### src/rtl/pflash_pkg.sv
package pflash_pkg;

  typedef enum logic [2:0] {
    OP_PROG   = 3'd0,
    OP_SERASE = 3'd1,
    OP_CERASE = 3'd2,
    OP_IDENT  = 3'd3,
    OP_IDQUIT = 3'd4
  } op_e;

  // number of bus writes that make up each command
  function automatic logic [2:0] step_total(op_e op);
    case (op)
      OP_PROG:              return 3'd4;
      OP_SERASE, OP_CERASE: return 3'd6;
      default:              return 3'd3;
    endcase
  endfunction

  // data byte written in a given step of a command
  function automatic logic [7:0] step_byte(op_e op, logic [2:0] step, logic [7:0] udata);
    case (step)
      3'd0, 3'd3: return (op == OP_PROG && step == 3'd3) ? udata : 8'hAA;
      3'd1, 3'd4: return 8'h55;
      3'd2: begin
        case (op)
          OP_PROG:   return 8'hA0;
          OP_IDENT:  return 8'h90;
          OP_IDQUIT: return 8'hF0;
          default:   return 8'h80;
        endcase
      end
      default: return (op == OP_SERASE) ? 8'h30 : 8'h10;
    endcase
  endfunction

endpackage

### src/rtl/pflash_seqgen.sv
module pflash_seqgen
  import pflash_pkg::*;
#(
  parameter int AW       = 19,
  parameter int SECT_LSB = 12
) (
  input  op_e             op,
  input  logic [2:0]      step,
  input  logic [AW-1:0]   tgt,
  input  logic [7:0]      udata,
  output logic [AW-1:0]   waddr,
  output logic [7:0]      wdata,
  output logic            last
);
  localparam logic [AW-1:0] ADDR_A = AW'(15'h5555);
  localparam logic [AW-1:0] ADDR_B = AW'(15'h2AAA);

  always_comb begin
    wdata = step_byte(op, step, udata);
    last  = (step == step_total(op) - 3'd1);
    case (step)
      3'd1, 3'd4: waddr = ADDR_B;
      3'd3:       waddr = (op == OP_PROG) ? tgt : ADDR_A;
      3'd5:       waddr = (op == OP_SERASE) ? {tgt[AW-1:SECT_LSB], {SECT_LSB{1'b0}}} : ADDR_A;
      default:    waddr = ADDR_A;
    endcase
  end
endmodule

### src/rtl/pflash_buscyc.sv
module pflash_buscyc #(
  parameter int AW      = 19,
  parameter int WP_CYC  = 10,
  parameter int RD_CYC  = 9,
  parameter int REC_CYC = 8
) (
  input  logic          clk,
  input  logic          rst,
  input  logic          start,
  input  logic          is_wr,
  input  logic [AW-1:0] addr,
  input  logic [7:0]    wdata,
  output logic          idle,
  output logic          fin,
  output logic [7:0]    rdata,
  output logic [AW-1:0] fl_addr,
  output logic [7:0]    fl_dq_out,
  output logic          fl_dq_oe,
  input  logic [7:0]    fl_dq_in,
  output logic          fl_ce_n,
  output logic          fl_oe_n,
  output logic          fl_we_n
);
  localparam int CMAX = (WP_CYC > RD_CYC) ? ((WP_CYC > REC_CYC) ? WP_CYC : REC_CYC)
                                          : ((RD_CYC > REC_CYC) ? RD_CYC : REC_CYC);
  localparam int CW = $clog2(CMAX + 1);

  typedef enum logic [1:0] {B_IDLE, B_ACT, B_REC} bst_e;

  bst_e          st;
  logic [CW-1:0] cnt;
  logic          wr_q;

  assign idle = (st == B_IDLE);
  assign fin  = (st == B_REC) && (cnt == '0);

  always_ff @(posedge clk) begin
    if (rst) begin
      st        <= B_IDLE;
      cnt       <= '0;
      wr_q      <= 1'b0;
      fl_addr   <= '0;
      fl_dq_out <= '0;
      fl_dq_oe  <= 1'b0;
      fl_ce_n   <= 1'b1;
      fl_oe_n   <= 1'b1;
      fl_we_n   <= 1'b1;
      rdata     <= '0;
    end else begin
      case (st)
        B_IDLE: if (start) begin
          st        <= B_ACT;
          fl_addr   <= addr;
          fl_dq_out <= wdata;
          wr_q      <= is_wr;
          fl_ce_n   <= 1'b0;
          if (is_wr) begin
            fl_we_n  <= 1'b0;
            fl_dq_oe <= 1'b1;
            cnt      <= CW'(WP_CYC - 1);
          end else begin
            fl_oe_n  <= 1'b0;
            cnt      <= CW'(RD_CYC - 1);
          end
        end
        B_ACT: begin
          if (cnt == '0) begin
            st       <= B_REC;
            cnt      <= CW'(REC_CYC - 1);
            fl_ce_n  <= 1'b1;
            fl_oe_n  <= 1'b1;
            fl_we_n  <= 1'b1;
            fl_dq_oe <= 1'b0;
            if (!wr_q) rdata <= fl_dq_in;
          end else begin
            cnt <= cnt - 1'b1;
          end
        end
        default: begin
          if (cnt == '0) st <= B_IDLE;
          else           cnt <= cnt - 1'b1;
        end
      endcase
    end
  end
endmodule

### src/rtl/pflash_seq.sv
module pflash_seq
  import pflash_pkg::*;
#(
  parameter int AW            = 19,
  parameter int WP_CYC        = 10,
  parameter int RD_CYC        = 9,
  parameter int REC_CYC       = 8,
  parameter int IDA_CYC       = 38,
  parameter int TO_PROG_CYC   = 5000,
  parameter int TO_SERASE_CYC = 6250000,
  parameter int TO_CERASE_CYC = 25000000
) (
  input  logic          clk,
  input  logic          rst,
  input  logic          req_valid,
  input  logic [2:0]    req_op,
  input  logic [AW-1:0] req_addr,
  input  logic [7:0]    req_data,
  output logic          ready,
  output logic          done,
  output logic          err_timeout,
  output logic [7:0]    id_mfr,
  output logic [7:0]    id_dev,
  output logic [AW-1:0] fl_addr,
  output logic [7:0]    fl_dq_out,
  output logic          fl_dq_oe,
  input  logic [7:0]    fl_dq_in,
  output logic          fl_ce_n,
  output logic          fl_oe_n,
  output logic          fl_we_n
);
  localparam int TO_MAX = (TO_PROG_CYC > TO_SERASE_CYC)
                        ? ((TO_PROG_CYC > TO_CERASE_CYC) ? TO_PROG_CYC : TO_CERASE_CYC)
                        : ((TO_SERASE_CYC > TO_CERASE_CYC) ? TO_SERASE_CYC : TO_CERASE_CYC);
  localparam int TW = $clog2(TO_MAX + 1);
  localparam int IW = $clog2(IDA_CYC + 1);

  typedef enum logic [2:0] {T_IDLE, T_CMD, T_IDWAIT, T_IDRD, T_POLL} tst_e;

  tst_e          st;
  op_e           op_q;
  logic [AW-1:0] addr_q;
  logic [7:0]    data_q;
  logic [2:0]    step_q;
  logic [1:0]    ok_cnt;
  logic [TW-1:0] tmr;
  logic [TW-1:0] lim;
  logic [IW-1:0] wcnt;
  logic          id_sel;

  logic [AW-1:0] seq_addr, bus_addr;
  logic [7:0]    seq_data, bus_rdata;
  logic          seq_last, bus_idle, bus_fin, bus_start, exp7, hit;

  pflash_seqgen #(.AW(AW)) u_seqgen (
    .op(op_q), .step(step_q), .tgt(addr_q), .udata(data_q),
    .waddr(seq_addr), .wdata(seq_data), .last(seq_last)
  );

  assign bus_start = bus_idle && (st == T_CMD || st == T_IDRD || st == T_POLL);

  always_comb begin
    case (st)
      T_CMD:   bus_addr = seq_addr;
      T_IDRD:  bus_addr = AW'(id_sel);
      default: bus_addr = addr_q;
    endcase
    case (op_q)
      OP_SERASE: lim = TW'(TO_SERASE_CYC);
      OP_CERASE: lim = TW'(TO_CERASE_CYC);
      default:   lim = TW'(TO_PROG_CYC);
    endcase
  end

  pflash_buscyc #(.AW(AW), .WP_CYC(WP_CYC), .RD_CYC(RD_CYC), .REC_CYC(REC_CYC)) u_bus (
    .clk(clk), .rst(rst), .start(bus_start), .is_wr(st == T_CMD),
    .addr(bus_addr), .wdata(seq_data), .idle(bus_idle), .fin(bus_fin), .rdata(bus_rdata),
    .fl_addr(fl_addr), .fl_dq_out(fl_dq_out), .fl_dq_oe(fl_dq_oe), .fl_dq_in(fl_dq_in),
    .fl_ce_n(fl_ce_n), .fl_oe_n(fl_oe_n), .fl_we_n(fl_we_n)
  );

  assign exp7  = (op_q == OP_PROG) ? data_q[7] : 1'b1;
  assign hit   = (bus_rdata[7] == exp7);
  assign ready = (st == T_IDLE);

  always_ff @(posedge clk) begin
    if (rst) begin
      st          <= T_IDLE;
      op_q        <= OP_PROG;
      addr_q      <= '0;
      data_q      <= '0;
      step_q      <= '0;
      ok_cnt      <= '0;
      tmr         <= '0;
      wcnt        <= '0;
      id_sel      <= 1'b0;
      done        <= 1'b0;
      err_timeout <= 1'b0;
      id_mfr      <= '0;
      id_dev      <= '0;
    end else begin
      done <= 1'b0;
      case (st)
        T_IDLE: if (req_valid && req_op <= 3'd4) begin
          st          <= T_CMD;
          op_q        <= op_e'(req_op);
          addr_q      <= req_addr;
          data_q      <= req_data;
          step_q      <= '0;
          err_timeout <= 1'b0;
        end
        T_CMD: if (bus_fin) begin
          if (seq_last) begin
            if (op_q == OP_IDENT || op_q == OP_IDQUIT) begin
              st   <= T_IDWAIT;
              wcnt <= IW'(IDA_CYC - 1);
            end else begin
              st     <= T_POLL;
              tmr    <= '0;
              ok_cnt <= '0;
            end
          end else begin
            step_q <= step_q + 3'd1;
          end
        end
        T_IDWAIT: begin
          if (wcnt == '0) begin
            if (op_q == OP_IDENT) begin
              st     <= T_IDRD;
              id_sel <= 1'b0;
            end else begin
              st   <= T_IDLE;
              done <= 1'b1;
            end
          end else begin
            wcnt <= wcnt - 1'b1;
          end
        end
        T_IDRD: if (bus_fin) begin
          if (!id_sel) begin
            id_mfr <= bus_rdata;
            id_sel <= 1'b1;
          end else begin
            id_dev <= bus_rdata;
            st     <= T_IDLE;
            done   <= 1'b1;
          end
        end
        T_POLL: begin
          if (tmr < lim) tmr <= tmr + 1'b1;
          if (bus_fin) begin
            if (hit && ok_cnt == 2'd2) begin
              st   <= T_IDLE;
              done <= 1'b1;
            end else begin
              ok_cnt <= hit ? ok_cnt + 2'd1 : 2'd0;
              if (tmr >= lim) begin
                st          <= T_IDLE;
                done        <= 1'b1;
                err_timeout <= 1'b1;
              end
            end
          end
        end
        default: st <= T_IDLE;
      endcase
    end
  end
endmodule

### config.mk
export PLATFORM = sky130hd
export DESIGN_NAME = pflash_seq
export DESIGN_NICKNAME = d
export VERILOG_FILES = /design/src/rtl/pflash_pkg.sv /design/src/rtl/pflash_seqgen.sv /design/src/rtl/pflash_buscyc.sv /design/src/rtl/pflash_seq.sv
export SDC_FILE = /design/constraint.sdc
export NUM_CORES = 1
export LEC_CHECK = 0
export BUFFER_PORTS_ARGS = -buffer_cell sky130_fd_sc_hd__buf_2
export CAP_MARGIN = 25
export CORE_ASPECT_RATIO = 0.6
export CORE_UTILIZATION = 50
export CTS_BUF_LIST = sky130_fd_sc_hd__clkbuf_2 sky130_fd_sc_hd__clkbuf_4 sky130_fd_sc_hd__clkbuf_8
export DETAILED_ROUTE_END_ITERATION = 6
export GPL_TIMING_DRIVEN = 0
export HOLD_SLACK_MARGIN = 0.06
export PLACE_DENSITY_LB_ADDON = 0.3
export SETUP_SLACK_MARGIN = 0.4
export SLEW_MARGIN = 20
export SYNTH_ARGS = -nofsm -noshare
export SYNTH_HDL_FRONTEND = slang
export SYNTH_SLANG_ARGS = --single-unit
### constraint.sdc
create_clock -name clk -period 3.7 [get_ports clk]
set_input_delay 1.11 -clock clk [delete_from_list [all_inputs] [get_ports clk]]
set_output_delay 1.11 -clock clk [all_outputs]
set_load 0.05 [all_outputs]
* Yosys cells after proc, flatten, opt, wreduce, memory -nomap -nowiden *
Index checks and enable logic that the tools add are counted.

cells by class
  reductions and logical operators = 41
  $lt $le $gt $ge = 3
  add/subtract/negate cells = 6
  bitwise logic cells = 2
  muxes and demuxes = 83
  eq/ne operators = 39

operators with widths
  operator                 count
  $mux W25                 4
  $pmux W25 S2             2
  $pmux W19 S3             1
  $mux W3                  13
  $mux W19                 2
  $pmux W19 S2             1
  $mux W6                  5
  $ne A2 B2 Y1 const B     13
  $add A25 B1 Y25 const B  1
  $ge A25 B25 Y1           1
  $lt A25 B25 Y1           1
  $mux W1                  25
  $pmux W8 S3              1
  $pmux W7 S3              1
  $mux W2                  10
  $eq A3 B2 Y1 const B     6
  $reduce_and A4 Y1        4
  $pmux W3 S5              1
  $reduce_and A3 Y1        5
  $reduce_and A5 Y1        3
  $reduce_bool A2 Y1       7
  $eq A3 B3 Y1 const B     4
  $mux W4                  3
  $ne A2 B1 Y1 const B     6
  other kinds (31)         54

storage, ports and cells
  output and inout port bits = 50
  bits of input ports = 41
  bits in registers = 134
  logic and storage cells = 197

* Longest topological paths before layout *
  depth in word-level cells = 8
  depth in mapped cells = 14
  gate-level depth less buffers = 11

* By module *
A second synthesis with hierarchy kept.

second synthesis, totals
  cell total of the unflattened synthesis = 906
  area, all modules = 7,131.8 sq um

modules (own cells, without submodules)
  module         times used  area each (sq um)  cells each  seq. area each (sq um)
  pflash_seq     1           4,828.4            623         1,761.7
  pflash_buscyc  1           1,767.9            208         920.9
  pflash_seqgen  1           535.5              75          0.0

* Least setup slack after synthesis *
No wires, ideal clock.

  path kind = register to register
  start point = register op_q[0]
  end point = register tmr[7]
  required time = 3,585 ps
  buffers on the path = 3
  slack = 547 ps
  setup time = 115 ps
  stages on the path, launching flop included = 15
  period minus slack after synthesis = 3,153 ps
  arrival time = 3,038 ps
  path through = dfxtp_1 clkbuf_1 nor3b_1 inv_1 nand2_1 inv_1 ha_1 and3_1 o2111ai_1 a2111o_1 o211ai_1 clkbuf_1 clkbuf_1 nor4_1 o21a_1

between the ends
  word-level cells in the longest chain between the ends = 7
  elaborated cells on any way between the ends = 16
  those cells by class = add/sub: 1; order compare: 1; eq/ne: 8; mux: 2; reduce/logical: 4

RTL lines
  what                                                                    line               RTL
  start: declaration                                                      pflash_seq.sv:41   op_e op_q;
  start signal: assignment                                                pflash_seq.sv:106  op_q <= op_e'(req_op);
  parallel branches: the longest is 6 deep, another holds $lt A25 B25 Y1  --
  $reduce_and A5 Y1 (no source line) *                                    --
  end signal: assignment                                                  pflash_seq.sv:150  if (tmr < lim) tmr <= tmr + 1'b1;
  end: declaration                                                        pflash_seq.sv:46   logic [TW-1:0] tmr;

Every way passes the cells marked *.
A chain may end at the register's enable or synchronous reset.

* Worst setup path in the final report *
Same ends and word-level chain as after synthesis.

==> out/metrics.yaml <==
outcome:
  status: "finished clean"
finish:
  fin_area_um2: 7790
  multi_input_area_um2: 3690
  drive_above_1_share_pct: 18.4
  diodes: 0
  stdcell_count: 1094
  seqCellArea_um2: 2680
  num-nets-final: 987
  nFillCells: 1071
  syn_to_final_growth_pct: 19.2
logic_synthesis:
  synth_seq_area_share_pct: 41.1
  synth_cell_types: 64
  synth_area_per_cell_um2: 8.15
  syn-num-nets: 872
  syn_inst: 802
  yosys_warnings: 0
  postSynth.asyncResetShare_pct: 0
  synth-seq-cells: 134
  synth-edff-count: 0
  syn_area_um2: 6530
  dominantRegCellSynth: "dfxtp_1"
place:
  portBuffers: 90
  dp_cells: 1057
  dp_hpwl_um: 13500
  dp_worst_setup_slack_ns: -0.378
  placed_cell_area_um2: 7190
  gp_congestion: 0.898
setup_path:
  critPathMaxStageDelay_ns: 0.47
  timing.rr.start: "op_q[0]"
  timing.critical_path.buf_inv: 5
  crit_path_start: "op_q[0]"
  cp-end-kind: "flop"
  crit_required_ns: 4.05
  worst-setup-path-type: "flop to flop"
  crit_family: "compound AO/OA/AOI/OAI gates"
  cp_max_fo: 10
  cp_data_arrival_time_ns: 3.52
  critical-path-slowest-cell: "a2111o_1"
  crit_top_cell: "buf_4"
  cp_cell_sequence: "buf_4 -> nor3b_4 -> inv_2 -> nand2_2 -> inv_4 -> ha_4 -> and3_1 -> o2111ai_1 -> a2111o_1 -> o211ai_1 -> buf_4 -> buf_6 -> nor4_1 -> o21a_1"
  crit_path_start_kind: "flop"
detailed_routing:
  drt-total-wl_um: 18700
  drtIter0Drc: 671
  drtAntennaViolNets: 0
  wire_per_inst_um: 17.1
  vias_per_cell: 5.92
  drt-pass1-iter-count: 5
  drc_errors: 0
  vias: 6481
clock_network:
  cts_tree: "built"
  cts.clk_slew.worst_paths_ns: 0.08
  cts_made_buffers: 17
  cts_buffer_depth: 2
  htreeDepth: 4
  cts-root-buf: "clkbuf_8"
  clock_sinks: 134
  cts-hold-fix-buffers: 0
  clock_latency_ns: 0.46
pwr:
  ir_drop_v: 0.000455
  p_leak_nw: 3.14
  power_density_nw_per_um2: 609
worst_hold_path:
  hold_path_startpoint: "addr_q[15]"
  worst_hold_path_type: "flop to flop"
global_routing:
  grt_usage_pct: 28.2
  grt_antenna_before_repair: 0
  grt_pass1_wl_um: 29700
  overflow: 0
  grt_pass1_vias: 5629
  grt_max_degree: 17
die:
  placementRows: 31
  dieArea_um2: 13500
  dieHeight_um: 90.5
  core_um2: 12400
  die_w_um: 150
  start_util_pct: 52.8
  ios: 91
sta:
  rsz0062_at_grt: "no"
  setup_viol: 0
  worst_pin_slew_ns: 0.831
  fin_ws_ns: 0.526
  final.min_clock_period_ns: 3.17
  finClkSkew_ns: 0.0159
  relSlewSlack_pct: 44.4
  slew_viol_final: 0
  fmax_mhz: 315
  finalHoldViolations: 0
  fin_crit_sh_pct: 85.8
  hold_ws_ns: 0.456
run:
  drv_cap: 0
## tightest hold or removal path: cells and delay by family (launching register included)
kind	cells	cell delay, ns
DFF	1	0.31
and+or+nand+nor	1	0.05
AOI/OAI and AO/OA	1	0.05
## registers in the layout, summed over array words and instances, names as in the netlist, 2 cells and up
register,count
u_bus.fl_addr,19
addr_q,19
u_bus.cnt,4
op_q,3
id_mfr,8
data_q,8
u_bus.st,2
u_bus.fl_dq_out,8
st,3
id_dev,8
step_q,3
wcnt,6
u_bus.rdata,8
tmr,25
ok_cnt,2
## cells in the mapped netlist (6+ instances only)
cell,n,area (um2)
nand4_1,11,68.8
nor2_1,57,214
inv_1,18,67.6
o211ai_1,9,67.6
nand2_1,115,432
and3_1,11,68.8
o31ai_1,10,75.1
nor3_1,20,100
o21ai_0,48,240
nand2b_1,6,37.5
a21oi_1,98,490
a22oi_1,6,45.0
or3_1,14,87.6
nor2b_1,8,50.1
nand3_1,28,140
and2_1,7,43.8
mux2i_1,29,290
dfxtp_1,134,2680
or4_1,10,75.1
ha_1,29,363
clkbuf_1,41,154
## kinds of logic after synthesis
| logic type | count (synthesis) | share of synthesized area [%] |
|---|---|---|
| adders and majority gates | 29 | 5.55 |
| muxes | 32 | 4.96 |
| buffers and inverters | 66 | 3.89 |
| xor gates and xnor gates | 2 | 0.268 |
| AOI/OAI and AO/OA | 223 | 20.5 |
| and+or+nand+nor | 316 | 23.8 |
| DFF | 134 | 41.1 |
## stage by stage
stage	util [%]	TNS [ns]	power, mW
after global placement	58.1	-5.08	3.35
after global routing	63.0	0	4.98
after CTS	62.2	0	4.70
final	63.0	0	4.74
after floorplan	-	0	2.95
after detailed placement	58.1	-6.58	3.36
## metal layers
metal | wire [um] | GRT usage (%) | vias up | share of wire, %
met3 | 2180 | 7.53 | 20 | 12
li1 | - | - | 3138 | -
met2 | 7230 | 36.1 | 340 | 39
met5 | 0 | 0 | - | 0
met4 | 182 | 7.91 | 0 | 0.97
met1 | 9090 | 44.5 | 2983 | 49
## timing repair
item	in CTS	in global routing
setup buffers	1	4
gates resized for setup	21	26
pin swaps	2	5
cloned	0	1
setup endpoints to repair	28	26
## power by group
part,internal [mW],leakage (nW),switching (mW)
Sequential,1.64,1.09,0.131
Combinational,0.445,1.84,1.19
Clock,0.685,0.208,0.647
Total,2.77,3.14,1.97
## final cells by class
| type | count | area share, % |
|---|---|---|
| Buffer | 47 | 2.86 |
| Clock buffer | 17 | 3.00 |
| Clock inverter | 14 | 2.43 |
| Inverter | 19 | 0.948 |
| Multi-Input combinational cell | 602 | 47.3 |
| Sequential cell | 134 | 34.4 |
| Tap cell | 165 | 2.65 |
| Timing Repair Buffer | 96 | 6.33 |
## placed cells by master, fill, tap and decap left out, drive strengths merged, types with 3 or more instances in the layout
cell type	instances
a211o	3
a211oi	4
a21o	4
a21oi	98
a22oi	7
a311oi	3
a31o	3
a31oi	4
and2	8
and3	11
and4	4
buf	106
bufinv	3
clkbuf	54
dfxtp	134
ha	29
inv	27
mux2	3
mux2i	29
nand2	115
nand2b	6
nand3	28
nand4	11
nand4b	4
nor2	58
nor2b	8
nor3	21
nor3b	4
nor4	4
o2111ai	5
o211ai	9
o21a	4
o21ai	49
o22ai	4
o31ai	10
or3	14
or3b	4
or4	10
## path summary, 6_finish.rpt
kind / endpoint / slack (ns) / depth (start not counted)
worst min register to register: addr_q[15] / 0.46 / 2
worst max register to register: tmr[7] / 0.53 / 14
worst max-delay path: tmr[7] / 0.53 / 14
worst min-delay path: addr_q[15] / 0.46 / 2
No activity file was read; power rests on OpenSTA's default activity.
